**src/rtl/pfu_pkg.sv**
```systemverilog
package pfu_pkg;

  typedef enum logic {
    SRC_FALL = 1'b0,
    SRC_TGT  = 1'b1
  } pfu_src_e;

  function automatic logic pfu_has_room(input int unsigned used, input int unsigned depth);
    return used < depth;
  endfunction

endpackage

```
**src/rtl/pfu_fifo.sv**
```systemverilog
module pfu_fifo #(
  parameter int DEPTH = 4,
  parameter int W     = 48,
  localparam int PW   = (DEPTH > 1) ? $clog2(DEPTH) : 1,
  localparam int CW   = $clog2(DEPTH + 1)
) (
  input  logic          clk,
  input  logic          rst_n,
  input  logic          flush,
  input  logic          push,
  input  logic [W-1:0]  push_data,
  input  logic          pop,
  output logic [W-1:0]  head,
  output logic [CW-1:0] count,
  output logic          empty
);

  logic [W-1:0]  slots [DEPTH];
  logic [PW-1:0] rd_ptr, wr_ptr;
  logic          do_push, do_pop;

  function automatic logic [PW-1:0] ptr_step(input logic [PW-1:0] p);
    return (p == PW'(DEPTH - 1)) ? '0 : p + PW'(1);
  endfunction

  assign empty   = (count == '0);
  assign do_push = push && !flush && (count != CW'(DEPTH));
  assign do_pop  = pop && !flush && !empty;
  assign head    = slots[rd_ptr];

  always_ff @(posedge clk) begin
    if (!rst_n || flush) begin
      rd_ptr <= '0;
      wr_ptr <= '0;
      count  <= '0;
    end else begin
      if (do_push) wr_ptr <= ptr_step(wr_ptr);
      if (do_pop)  rd_ptr <= ptr_step(rd_ptr);
      case ({do_push, do_pop})
        2'b10:   count <= count + CW'(1);
        2'b01:   count <= count - CW'(1);
        default: count <= count;
      endcase
    end
  end

  always_ff @(posedge clk) begin
    if (do_push) slots[wr_ptr] <= push_data;
  end

endmodule

```
**src/rtl/pfu_fetch.sv**
```systemverilog
module pfu_fetch #(
  parameter int AW = 16,
  parameter int EW = 3
) (
  input  logic          clk,
  input  logic          rst_n,
  input  logic          use_tgt,
  input  logic          fall_room,
  input  logic          tgt_room,
  input  logic [AW-1:0] fall_addr,
  input  logic [AW-1:0] tgt_addr,
  input  logic [EW-1:0] fall_gen,
  input  logic [EW-1:0] tgt_gen,
  input  logic          flush_fall,
  input  logic          flush_tgt,
  input  logic          mem_req_ready,
  input  logic          mem_rsp_valid,
  output logic          mem_req_valid,
  output logic [AW-1:0] mem_req_addr,
  output logic          req_fire,
  output logic          fire_tgt,
  output logic          busy,
  output logic          busy_tgt,
  output logic [AW-1:0] rsp_addr,
  output logic          wr_fall,
  output logic          wr_tgt
);

  import pfu_pkg::*;

  logic [EW-1:0] busy_gen;
  logic          rsp_live;
  pfu_src_e      pick;

  assign pick          = use_tgt ? SRC_TGT : SRC_FALL;
  assign mem_req_valid = !busy && ((pick == SRC_TGT) ? tgt_room : fall_room);
  assign mem_req_addr  = (pick == SRC_TGT) ? tgt_addr : fall_addr;
  assign req_fire      = mem_req_valid && mem_req_ready;
  assign fire_tgt      = req_fire && (pick == SRC_TGT);

  assign rsp_live = mem_rsp_valid && busy;
  assign wr_fall  = rsp_live && !busy_tgt && (busy_gen == fall_gen) && !flush_fall;
  assign wr_tgt   = rsp_live &&  busy_tgt && (busy_gen == tgt_gen)  && !flush_tgt;

  always_ff @(posedge clk) begin
    if (!rst_n) begin
      busy     <= 1'b0;
      busy_tgt <= 1'b0;
      busy_gen <= '0;
      rsp_addr <= '0;
    end else begin
      if (rsp_live) busy <= 1'b0;
      if (req_fire) begin
        busy     <= 1'b1;
        busy_tgt <= (pick == SRC_TGT);
        busy_gen <= (pick == SRC_TGT) ? tgt_gen : fall_gen;
        rsp_addr <= mem_req_addr;
      end
    end
  end

endmodule

```
**src/rtl/prefetch_dual_buf.sv**
```systemverilog
module prefetch_dual_buf #(
  parameter int          AW         = 16,
  parameter int          DW         = 32,
  parameter int          SEQ_DEPTH  = 4,
  parameter int          TGT_DEPTH  = 4,
  parameter int          EPOCH_W    = 3,
  parameter logic [15:0] RESET_ADDR = 16'h0000,
  localparam int         EW_ENT     = AW + DW,
  localparam int         SCW        = $clog2(SEQ_DEPTH + 1),
  localparam int         TCW        = $clog2(TGT_DEPTH + 1)
) (
  input  logic          clk,
  input  logic          rst_n,
  output logic          mem_req_valid,
  output logic [AW-1:0] mem_req_addr,
  input  logic          mem_req_ready,
  input  logic          mem_rsp_valid,
  input  logic [DW-1:0] mem_rsp_data,
  input  logic          br_valid,
  input  logic          br_cond,
  input  logic [AW-1:0] br_target,
  input  logic          res_valid,
  input  logic          res_taken,
  output logic          dec_valid,
  output logic [AW-1:0] dec_addr,
  output logic [DW-1:0] dec_data,
  input  logic          dec_pop
);

  import pfu_pkg::*;

  // control state
  logic               cond_pend, drain_tgt, jump_wait;
  logic [AW-1:0]      fall_addr, tgt_addr, fall_addr_nxt, tgt_addr_nxt;
  logic [EPOCH_W-1:0] fall_gen, tgt_gen;

  // named events, also watched by the checker
  logic cond_acc, jump_acc, taken_acc, ntaken_acc;
  logic flush_fall, flush_tgt;
  logic req_fire, fire_tgt, req_busy, busy_tgt;
  logic wr_fall, wr_tgt;
  logic dec_fire, pop_fall, pop_tgt;

  logic [AW-1:0]     rsp_addr;
  logic [EW_ENT-1:0] fall_head, tgt_head, rsp_entry;
  logic [SCW-1:0]    seq_count;
  logic [TCW-1:0]    tgt_count;
  logic              fall_empty, tgt_empty;

  function automatic logic [AW-1:0] word_step(input logic [AW-1:0] a);
    return a + AW'(1);
  endfunction

  function automatic logic [EPOCH_W-1:0] gen_step(input logic [EPOCH_W-1:0] g);
    return g + EPOCH_W'(1);
  endfunction

  // branch and resolve acceptance
  assign cond_acc   = br_valid &&  br_cond && !cond_pend && !drain_tgt;
  assign jump_acc   = br_valid && !br_cond && !cond_pend;
  assign taken_acc  = res_valid &&  res_taken && cond_pend;
  assign ntaken_acc = res_valid && !res_taken && cond_pend;
  assign flush_fall = jump_acc || taken_acc;
  assign flush_tgt  = cond_acc || jump_acc || ntaken_acc;

  pfu_fetch #(.AW(AW), .EW(EPOCH_W)) u_fetch (
    .clk          (clk),
    .rst_n        (rst_n),
    .use_tgt      (cond_pend),
    .fall_room    (pfu_has_room(int'(seq_count), SEQ_DEPTH)),
    .tgt_room     (pfu_has_room(int'(tgt_count), TGT_DEPTH)),
    .fall_addr    (fall_addr),
    .tgt_addr     (tgt_addr),
    .fall_gen     (fall_gen),
    .tgt_gen      (tgt_gen),
    .flush_fall   (flush_fall),
    .flush_tgt    (flush_tgt),
    .mem_req_ready(mem_req_ready),
    .mem_rsp_valid(mem_rsp_valid),
    .mem_req_valid(mem_req_valid),
    .mem_req_addr (mem_req_addr),
    .req_fire     (req_fire),
    .fire_tgt     (fire_tgt),
    .busy         (req_busy),
    .busy_tgt     (busy_tgt),
    .rsp_addr     (rsp_addr),
    .wr_fall      (wr_fall),
    .wr_tgt       (wr_tgt)
  );

  assign rsp_entry = {rsp_addr, mem_rsp_data};

  pfu_fifo #(.DEPTH(SEQ_DEPTH), .W(EW_ENT)) u_fall_q (
    .clk      (clk),
    .rst_n    (rst_n),
    .flush    (flush_fall),
    .push     (wr_fall),
    .push_data(rsp_entry),
    .pop      (pop_fall),
    .head     (fall_head),
    .count    (seq_count),
    .empty    (fall_empty)
  );

  pfu_fifo #(.DEPTH(TGT_DEPTH), .W(EW_ENT)) u_tgt_q (
    .clk      (clk),
    .rst_n    (rst_n),
    .flush    (flush_tgt),
    .push     (wr_tgt),
    .push_data(rsp_entry),
    .pop      (pop_tgt),
    .head     (tgt_head),
    .count    (tgt_count),
    .empty    (tgt_empty)
  );

  // decoder side
  assign dec_valid = !jump_wait && (drain_tgt ? !tgt_empty : !fall_empty);
  assign {dec_addr, dec_data} = drain_tgt ? tgt_head : fall_head;
  assign dec_fire  = dec_valid && dec_pop;
  assign pop_fall  = dec_fire && !drain_tgt;
  assign pop_tgt   = dec_fire &&  drain_tgt;

  // fetch address update
  always_comb begin
    tgt_addr_nxt = tgt_addr;
    if (cond_acc)      tgt_addr_nxt = br_target;
    else if (fire_tgt) tgt_addr_nxt = word_step(tgt_addr);

    fall_addr_nxt = fall_addr;
    if (jump_acc)                  fall_addr_nxt = br_target;
    else if (taken_acc)            fall_addr_nxt = tgt_addr_nxt;
    else if (req_fire && !fire_tgt) fall_addr_nxt = word_step(fall_addr);
  end

  always_ff @(posedge clk) begin
    if (!rst_n) begin
      cond_pend <= 1'b0;
      drain_tgt <= 1'b0;
      jump_wait <= 1'b0;
      fall_addr <= RESET_ADDR[AW-1:0];
      tgt_addr  <= RESET_ADDR[AW-1:0];
      fall_gen  <= '0;
      tgt_gen   <= '0;
    end else begin
      fall_addr <= fall_addr_nxt;
      tgt_addr  <= tgt_addr_nxt;
      if (flush_fall) fall_gen <= gen_step(fall_gen);
      if (flush_tgt)  tgt_gen  <= gen_step(tgt_gen);

      if (cond_acc)                    cond_pend <= 1'b1;
      else if (taken_acc || ntaken_acc) cond_pend <= 1'b0;

      if (jump_acc)       drain_tgt <= 1'b0;
      else if (taken_acc) drain_tgt <= 1'b1;
      else if (drain_tgt && tgt_empty && !(req_busy && busy_tgt))
        drain_tgt <= 1'b0;

      if (jump_acc)     jump_wait <= 1'b1;
      else if (wr_fall) jump_wait <= 1'b0;
    end
  end

endmodule

```
**config.mk**
```make
export PLATFORM = sky130hd
export DESIGN_NAME = prefetch_dual_buf
export DESIGN_NICKNAME = d
export VERILOG_FILES = /design/src/rtl/pfu_pkg.sv /design/src/rtl/pfu_fifo.sv /design/src/rtl/pfu_fetch.sv /design/src/rtl/prefetch_dual_buf.sv
export SDC_FILE = /design/constraint.sdc
export NUM_CORES = 1
export LEC_CHECK = 0
export ABC_AREA = 1
export BUFFER_PORTS_ARGS = -buffer_cell sky130_fd_sc_hd__buf_2
export CORE_ASPECT_RATIO = 0.5
export CORE_UTILIZATION = 50
export CTS_CLUSTER_DIAMETER = 60
export CTS_CLUSTER_SIZE = 24
export DETAILED_ROUTE_END_ITERATION = 6
export PLACE_DENSITY = 0.68
export SLEW_MARGIN = 20
export SYNTH_ARGS = -nofsm -noshare
export SYNTH_HDL_FRONTEND = slang
export SYNTH_SLANG_ARGS = --single-unit
export TNS_END_PERCENT = 100
```
**constraint.sdc**
```tcl
create_clock -name clk -period 9.8 [get_ports clk]
set_input_delay 0.98 -clock clk [delete_from_list [all_inputs] [get_ports clk]]
set_output_delay 0.98 -clock clk [all_outputs]
set_load 0.02 [all_outputs]
```
# Word level (Yosys, flattened, before mapping)
# Memory sizes are Yosys's and may differ from the RTL's. A register that Yosys moved wholly into a read port is not among the register bits.
# Cells that the tools add are included.
# word_totals
reg_bits	76
ramBits	384
input_bits	57
word_cells	144
n_memories	2
# classes
addsub	12
magnitude_cmp	2
eq_ne	12
mux	33
n_bitwise	1
reduce_logical	65
# memory_table
memory	words	width	rd	rd_ports_with_merged_regs	wr	line_no	rtl
u_fall_q.slots	4	48	1	1	1	pfu_fifo.sv:18	logic [W-1:0] slots [DEPTH];
u_tgt_q.slots	4	48	1	1	1	pfu_fifo.sv:18	
# op_table
operator	n
$mux 16	6
$mux 48	1
$logic_and 1x1->1	35
$add 16x1->16 const B	2
$mux 2	8
$mux 1	15
$logic_not 1->1	14
$add 3x1->3 const B	4
$eq 2x2->1 const B	6
$pmux 3 s2	2
$reduce_bool 2->1	6
$add 2x1->2 const B	4
$eq 3x3->1	2
$logic_not 3->1	2
$logic_or 1x1->1	6
$lt 3x3->1 const B	2
$ne 3x3->1 const B	2
$sub 3x1->3 const B	2
$eq 2x1->1 const B	2
$mux 3	1
$reduce_bool 3->1	1
$reduce_or 2->1	1
$not 1->1	1

# Depth between registers and ports, before layout
# Gate-level depths: netlist of run 1.
# logic_depth
word_depth	11
depth_mapped	15
ltp_nobuf	15

# By module
# A second synthesis of run 1 with hierarchy kept.
# unflattened
hier_cells	1945
area_unflattened_um2	20136.8
# modules_own_cells
module	instances	cells_per_inst	area_per_inst_um2
pfu_fifo	2	541	7693.6
prefetch_dual_buf	1	579	3223.1
pfu_fetch	1	284	1526.5

# Worst setup path after synthesis of run 1
# Ideal clock, no wire load.
# synth_path
path_type	input-to-reg
startpoint	input mem_rsp_valid
endpoint	memory u_fall_q.slots[0][0], enable pin
setup_time_ns	0.454
arrival_time_ns	3.735
path_slack_ns	5.611
path_stages	6
cell_sequence	nand2_1 -> a21oi_1 -> nand2_1 -> nor3_1 -> o311ai_1 -> nor2_1
# synth_between
elab_chain_cells	8
# synth_rtl
element	line_no	rtl
start, declared	prefetch_dual_buf.sv:17	input logic mem_rsp_valid,
$logic_and 1x1->1	pfu_fetch.sv:41	assign rsp_live = mem_rsp_valid && busy;
$logic_and 1x1->1 (3 in series)	pfu_fetch.sv:42	assign wr_fall = rsp_live && !busy_tgt && (busy_gen == fall_gen) && !flush_fall;
$logic_and 1x1->1 (2 in series)	pfu_fifo.sv:27	assign do_push = push && !flush && (count != CW'(DEPTH));
$mux 1	pfu_fifo.sv:48	if (do_push) slots[wr_ptr] <= push_data;
$mux 1 (not written as such)	pfu_fifo.sv:48	
end, declared	pfu_fifo.sv:18	
# No other way between the ends.

==> metrics.cfg, run 1 <==
[placed_design]
port_buffers = 122
dpl.cell_count = 2351
place_hpwl_um = 23600
place_area_um2 = 20300
gp_congestion = 0.889

[pwr]
pwr-share-clk = 0.317
leakage_nw = 7.46
power.density_nw_per_um2 = 164
power.share.sequential = 0.632
p_int_w = 0.00268
p_sw_w = 0.000766
ir_drop_v = 0.000101
power_frac_comb = 0.051
switching_share = 0.222

[setup_path]
rr_worst_depth = 7
crit_fanout = 49
worst-path-buf-inv = 3
r2r_slack_ns = 5.86
worstPathArrival_ns = 3.41
critical-path-max-stage-delay_ns = 0.96
critPathTopFamily = buffers and inverters
startpoint_type = flip-flop
worst_ep_required_time_ns = 8.82
reg2reg_from = drain_tgt
crit_chain = buf_4, clkinv_2, nor2_1, o21ai_0, a31oi_1, buf_2
critPathSlowestCell = clkinv_2
path_class = reg -> out
cp_num_cells = 6
end_kind = output port
r2r_end = u_tgt_q.slots[3][15]

[sta]
setup_tns_ns = 0
fmax_mhz = 228
finalSetupViolations = 0
tightest_slew_ns = 1.06
fin_crit_ns = 4.39
fin_skew_ns = 0.0219
final-max-slew-violation-count = 0
finalHoldViolCount = 0
finalCritPeriodShare = 0.448
slew_headroom = 0.290
rsz0062_at_grt = no

[finish]
nNetsFinal = 1932
multi_input_area_um2 = 5480
final_core_util = 0.559
final_area_um2 = 21000
drive_gt1_frac = 0.107
seqCellArea_um2 = 13100
nFillCells = 3210
syn2layout_area_growth_pct = 9.15
fin_cells = 2388

[synth]
synthTopCellsByCount = 460 x nor2_1, 384 x edfxtp_1, 186 x nand2_1
synth_cell_type_count = 39
synth.avg_cell_area_um2 = 10.8
yosysWarnings = 0
ys_async_sr_fraction = 0
ys_seq_area_frac = 0.681
yosys.area.top_type_share = 0.598
synth_area_um2 = 19300
yosysMostFrequentCell = nor2_1
synthesis.nets = 1865
synth_top_area_cell = edfxtp_1
syn_inst = 1790
synthTopCellsByArea = edfxtp_1 60%, nor2_1 9.0%, dfxtp_1 8.3%
dominantRegCellSynth = edfxtp_1
synth_edf_count = 384
ys_ff_latch = 464

[hold_path]
min_from = u_tgt_q.count[0]
hold_depth = 2
hold_class = reg -> reg
hold_end = u_tgt_q.count[0]

[floorplanning]
die_w_um = 280
start_util = 0.512
coreArea_um2 = 37700
num_rows = 50
pin_count = 123
fp.dieH_um = 141
die_area_um2 = 39400

[detailed_routing]
wire_per_inst_um = 17.4
vias = 12971
detail_route.vias_per_cell = 5.43
ant_nets = 0
post-route-drc-count = 0
drt_iter0_drc = 1241
dr.pass1.iters = 5
wl_um = 41600

[global_routing]
grt_max_degree = 98
grt_pass1_wl_um = 65100
antenna_found_initial = 1
track_usage = 0.209
grt.overflow.total = 0
grt_pass1_vias = 12233

[clock_network]
cts_root_buf = clkbuf_16
hold_buffers = 0
cts.sinks = 464
clock_latency_ns = 0.56
clkTransAtPathRegs_ns = 0.10
cts_buffer_depth = 3
h-tree-depth = 1
cts_tree = done
ctsResizeCount = 0
numCtsBuffers = 24
post_cts_buffers = 0

[status]
status = complete, no violations

[run]
drv_cap = 0

-- stage by stage --
step | total power (W) | hold slack (ns) | worst slack, ns
2_1_floorplan | 0.00233 | 0.451 | 5.61
3_5_place_dp | 0.00240 | 0.474 | 5.71
5_1_grt | 0.00356 | 0.507 | 5.15
6_report | 0.00345 | 0.500 | 5.41
4_1_cts | 0.00346 | 0.490 | 5.46
3_3_place_gp | 0.00240 | 0.467 | 5.75
-- kinds of logic (layout without fill, tap and decap cells) --
family | Yosys count | in the layout | share of synthesized area
AO/OA/AOI/OAI | 384 | 384 | 0.114
flip-flops | 464 | 464 | 0.681
buffers and inverters | 189 | 266 | 0.0385
XOR/XNOR | 9 | 9 | 0.00409
AND/OR/NAND/NOR | 726 | 726 | 0.150
other | 0 | 1 | 0
adder cells (fa/ha/maj) | 18 | 18 | 0.0125
-- state kept, by name, indices dropped and copies added, names as in the netlist, 3 cells and up, named ones only --
signal / flops
u_fall_q.slots: 192
u_tgt_q.slots: 192
fall_addr: 16
tgt_addr: 16
u_fetch.rsp_addr: 16
fall_gen: 3
tgt_gen: 3
u_fall_q.count: 3
u_fetch.busy_gen: 3
u_tgt_q.count: 3
-- worst register-to-register path, cell delays in order, from the launching register on --
cell	delay, ns
dfxtp_1	0.39
clkinv_2	0.58
nand3_1	1.01
nand3_1	0.38
nor2_1	0.22
inv_1	0.23
nor2_4	0.13
buf_4	0.61
-- how the worst max path moves through the flow --
| stage | from | endpoint | slack, ns |
|---|---|---|---|
| after floorplan | mem_rsp_valid | u_fall_q.slots[0][0] | 5.61 |
| final | flip-flop | dec_addr[4] | 5.41 |
| after global placement | br_valid | u_tgt_q.count[2] | 5.75 |
| after global routing | flip-flop | dec_addr[4] | 5.15 |
| after detailed placement | br_valid | u_tgt_q.count[2] | 5.71 |
| after CTS | flip-flop | dec_addr[3] | 5.46 |
-- cell type report --
class                   instances  share of cell area
diodes                          1            0.000119
clock buffers                  31              0.0308
flip-flops and latches        464               0.625
repair buffers                137              0.0344
inverters                      93              0.0168
clock inverters                 5             0.00232
multi-input cells            1137               0.260
well taps                     520              0.0309
-- power groups by stage --
stage	logic, W	clock network (W)	registers (W)
2_1_floorplan	0.000112	0	0.00222
3_3_place_gp	0.000174	0	0.00222
3_5_place_dp	0.000176	0	0.00222
4_1_cts	0.000176	0.00111	0.00218
5_1_grt	0.000197	0.00117	0.00218
6_report	0.000176	0.00109	0.00218
-- per-layer routing --
metal  vias to the layer above  global-route usage  part of all wire
met5                         -                   0                 0
li1                       6385                   -                 -
met2                       318               0.362              0.49
met4                         0              0.0414             0.015
met1                      6226               0.287              0.45
met3                        42              0.0239             0.045
-- cell usage in the layout, fill, tap and decap left out, types with 52 or more instances in the layout --
cell type  count
a21oi_1       67
a31oi_1       52
nand3_1       53
dfxtp_1       75
edfxtp_1     384
buf_2        122
nand2_1      186
o21ai_0      179
inv_1         84
nor2_1       452
No activity file was read; power rests on OpenSTA's default activity.
==> run 2, diff against run 1 <==
--- a/config.mk
+++ b/config.mk
@@ -12,7 +12,7 @@
 export CTS_CLUSTER_DIAMETER = 60
 export CTS_CLUSTER_SIZE = 24
 export DETAILED_ROUTE_END_ITERATION = 6
-export PLACE_DENSITY = 0.68
+export PLACE_DENSITY = 0.7
 export SLEW_MARGIN = 20
 export SYNTH_ARGS = -nofsm -noshare
 export SYNTH_HDL_FRONTEND = slang
==> constraint.sdc (replaced) <==
create_clock -name clk -period 3.9 [get_ports clk]
set_input_delay 0.39 -clock clk [delete_from_list [all_inputs] [get_ports clk]]
set_output_delay 0.39 -clock clk [all_outputs]
set_load 0.02 [all_outputs]
==> run 2 against run 1 <==
Flip-flop and latch count unchanged. Register-to-register slack worse by 4.9 ns. Count of clock-buffer cells in the layout is 4 lower. Clock skew is 0.00099 ns higher. Sequential power rose to 2.5 times the previous value. Non-clock buffer count rose by 12. Setup slack got worse by 4.6 ns. Combinational power increased to 2.6 times the previous value. Global-route usage rose by 1.4 points. Final area rose by 0.81%. Worst hold slack got worse by 0.42 ns. Highest routed layer unchanged.
==> metrics.cfg, run 2 (synthesis gave the netlist of run 1 again) <==
[placed_design]
place_hpwl_um = 25200  ; was 23600 um
port_buffers = 122  ; unchanged
place_area_um2 = 20500  ; was 20300 um2
gp_congestion = 0.899  ; was 0.889

[setup_path]
end_kind = output port  ; unchanged
path_class = reg -> out  ; unchanged
crit_fanout = 47  ; was 49
worst_ep_required_time_ns = 3.51  ; was 8.82 ns
startpoint_type = flip-flop  ; unchanged
worstPathArrival_ns = 2.71  ; was 3.41 ns

[floorplanning]
pin_count = 123  ; unchanged
coreArea_um2 = 37700  ; unchanged
fp.dieH_um = 141  ; unchanged
num_rows = 50  ; unchanged
die_area_um2 = 39400  ; unchanged
start_util = 0.512  ; unchanged
die_w_um = 280  ; unchanged

[sta]
finalSetupViolations = 0  ; unchanged
fmax_mhz = 322
finalHoldViolCount = 0  ; unchanged
finalCritPeriodShare = 0.795
setup_tns_ns = 0  ; unchanged
tightest_slew_ns = 1.07  ; was 1.06 ns
slew_headroom = 0.288  ; was 0.290
fin_crit_ns = 3.10
rsz0062_at_grt = no  ; unchanged
final-max-slew-violation-count = 0  ; unchanged
fin_skew_ns = 0.0229  ; was 0.0219 ns

[pwr]
p_sw_w = 0.00196  ; was 0.000766 W
ir_drop_v = 0.000334  ; was 0.000101 V
pwr-share-clk = 0.319  ; was 0.317
power.share.sequential = 0.629  ; was 0.632
power_frac_comb = 0.053  ; was 0.051
power.density_nw_per_um2 = 411  ; was 164 nW/um2
leakage_nw = 7.55  ; was 7.46 nW
p_int_w = 0.00676  ; was 0.00268 W
switching_share = 0.224  ; was 0.222

[detailed_routing]
dr.pass1.iters = 5  ; unchanged
vias = 13244  ; was 12971
wire_per_inst_um = 18.5  ; was 17.4 um
ant_nets = 0  ; unchanged
detail_route.vias_per_cell = 5.52  ; was 5.43
wl_um = 44300  ; was 41600 um
drt_iter0_drc = 1169  ; was 1241
post-route-drc-count = 0  ; unchanged

[global_routing]
grt_pass1_wl_um = 68200  ; was 65100 um
grt.overflow.total = 0  ; unchanged
grt_max_degree = 68  ; was 98
antenna_found_initial = 1  ; unchanged
track_usage = 0.223  ; was 0.209
grt.busiest_layer = met2  ; unchanged
grt_pass1_vias = 12342  ; was 12233
use_met1 = 0.317  ; was 0.287
met2_usage = 0.371  ; was 0.362
grt_use_met3 = 0.0278  ; was 0.0239

[clock_network]
clock_latency_ns = 0.56  ; about the same
post_cts_buffers = 0  ; unchanged
h-tree-depth = 1  ; unchanged
cts_root_buf = clkbuf_16  ; unchanged
cts_buffer_depth = 3  ; unchanged
numCtsBuffers = 25  ; was 24
cts.sinks = 464  ; unchanged
clkTransAtPathRegs_ns = 0.09  ; was 0.10 ns
hold_buffers = 0  ; unchanged
ctsResizeCount = 0  ; unchanged
cts_tree = done  ; unchanged

[finish]
most-common-layout-cells = 452 x nor2_1, 384 x edfxtp_1, 186 x nand2_1  ; unchanged
final_area_um2 = 21200  ; was 21000 um2
reg.largest.list = u_fall_q.slots (192), u_tgt_q.slots (192)  ; unchanged
nFillCells = 3211  ; was 3210
syn2layout_area_growth_pct = 10.0  ; was 9.15%
drive_gt1_frac = 0.114  ; was 0.107
multi_input_area_um2 = 5480  ; unchanged
seqCellArea_um2 = 13100  ; about the same
final_common_cell = nor2_1  ; unchanged
nNetsFinal = 1945  ; was 1932

[hold_path]
hold_class = in -> reg  ; was reg -> reg

[run]
drv_cap = 0  ; unchanged

[status]
status = complete, no violations  ; unchanged

-- run 2: per-stage QoR --
| stage | util | total power, W | setup slack (ns) | hold slack (ns) | cells |
|---|---|---|---|---|---|
| after floorplan | - | 0.00585 | 0.301 | 0.451 | 1790 |
| after global placement | 0.544 | 0.00603 | 0.969 | 0.469 | 2363 |
| after detailed placement | 0.544 | 0.00604 | 0.931 | 0.476 | 2363 |
| after CTS | 0.563 | 0.00875 | 0.774 | 0.0630 | 2398 |
| after global routing | 0.563 | 0.00899 | 0.632 | 0.0626 | 2399 |
| final | 0.563 | 0.00871 | 0.799 | 0.0817 | 2399 |
-- run 2: layer usage --
metal  wire, um  part of all wire
met5          0                 0
met2      21000              0.47
met4        834             0.019
met1      19900              0.45
met3       2620             0.059
-- run 2: cell type report --
type | instances | area share
Antenna cell | 1 | 0.000118
Clock buffer | 27 | 0.0298
Clock inverter | 8 | 0.00413
Inverter | 93 | 0.0166
Multi-Input combinational cell | 1137 | 0.258
Sequential cell | 464 | 0.619
Tap cell | 520 | 0.0307
Timing Repair Buffer | 149 | 0.0413
-- run 2: worst max-delay path, stage by stage (launching register included) --
cell and delay (ns):
dfxtp_4 0.74, inv_2 0.43, buf_4 0.35, o21ai_0 0.21, a31oi_1 0.15, buf_2 0.23
-- run 2: path summary, 6_finish.rpt --
kind | start | end | slack, ns | cells after the start
hold reg to reg | u_tgt_q.count[0] | u_tgt_q.count[0] | 0.49 | 2
setup reg to reg | drain_tgt | u_tgt_q.slots[0][10] | 0.99 | 7
hold / removal | mem_rsp_data[31] | u_tgt_q.slots[0][31] | 0.08 | 1
setup / recovery | flip-flop | dec_data[18] | 0.80 | 5
-- run 2: power groups by stage --
| stage | clock (W) | sequential [W] | combinational [W] |
|---|---|---|---|
| final | 0.00278 | 0.00548 | 0.000459 |
| after global routing | 0.00300 | 0.00548 | 0.000504 |
| after CTS | 0.00282 | 0.00547 | 0.000457 |
| after detailed placement | 0 | 0.00559 | 0.000456 |
| after global placement | 0 | 0.00558 | 0.000449 |
| after floorplan | 0 | 0.00557 | 0.000280 |
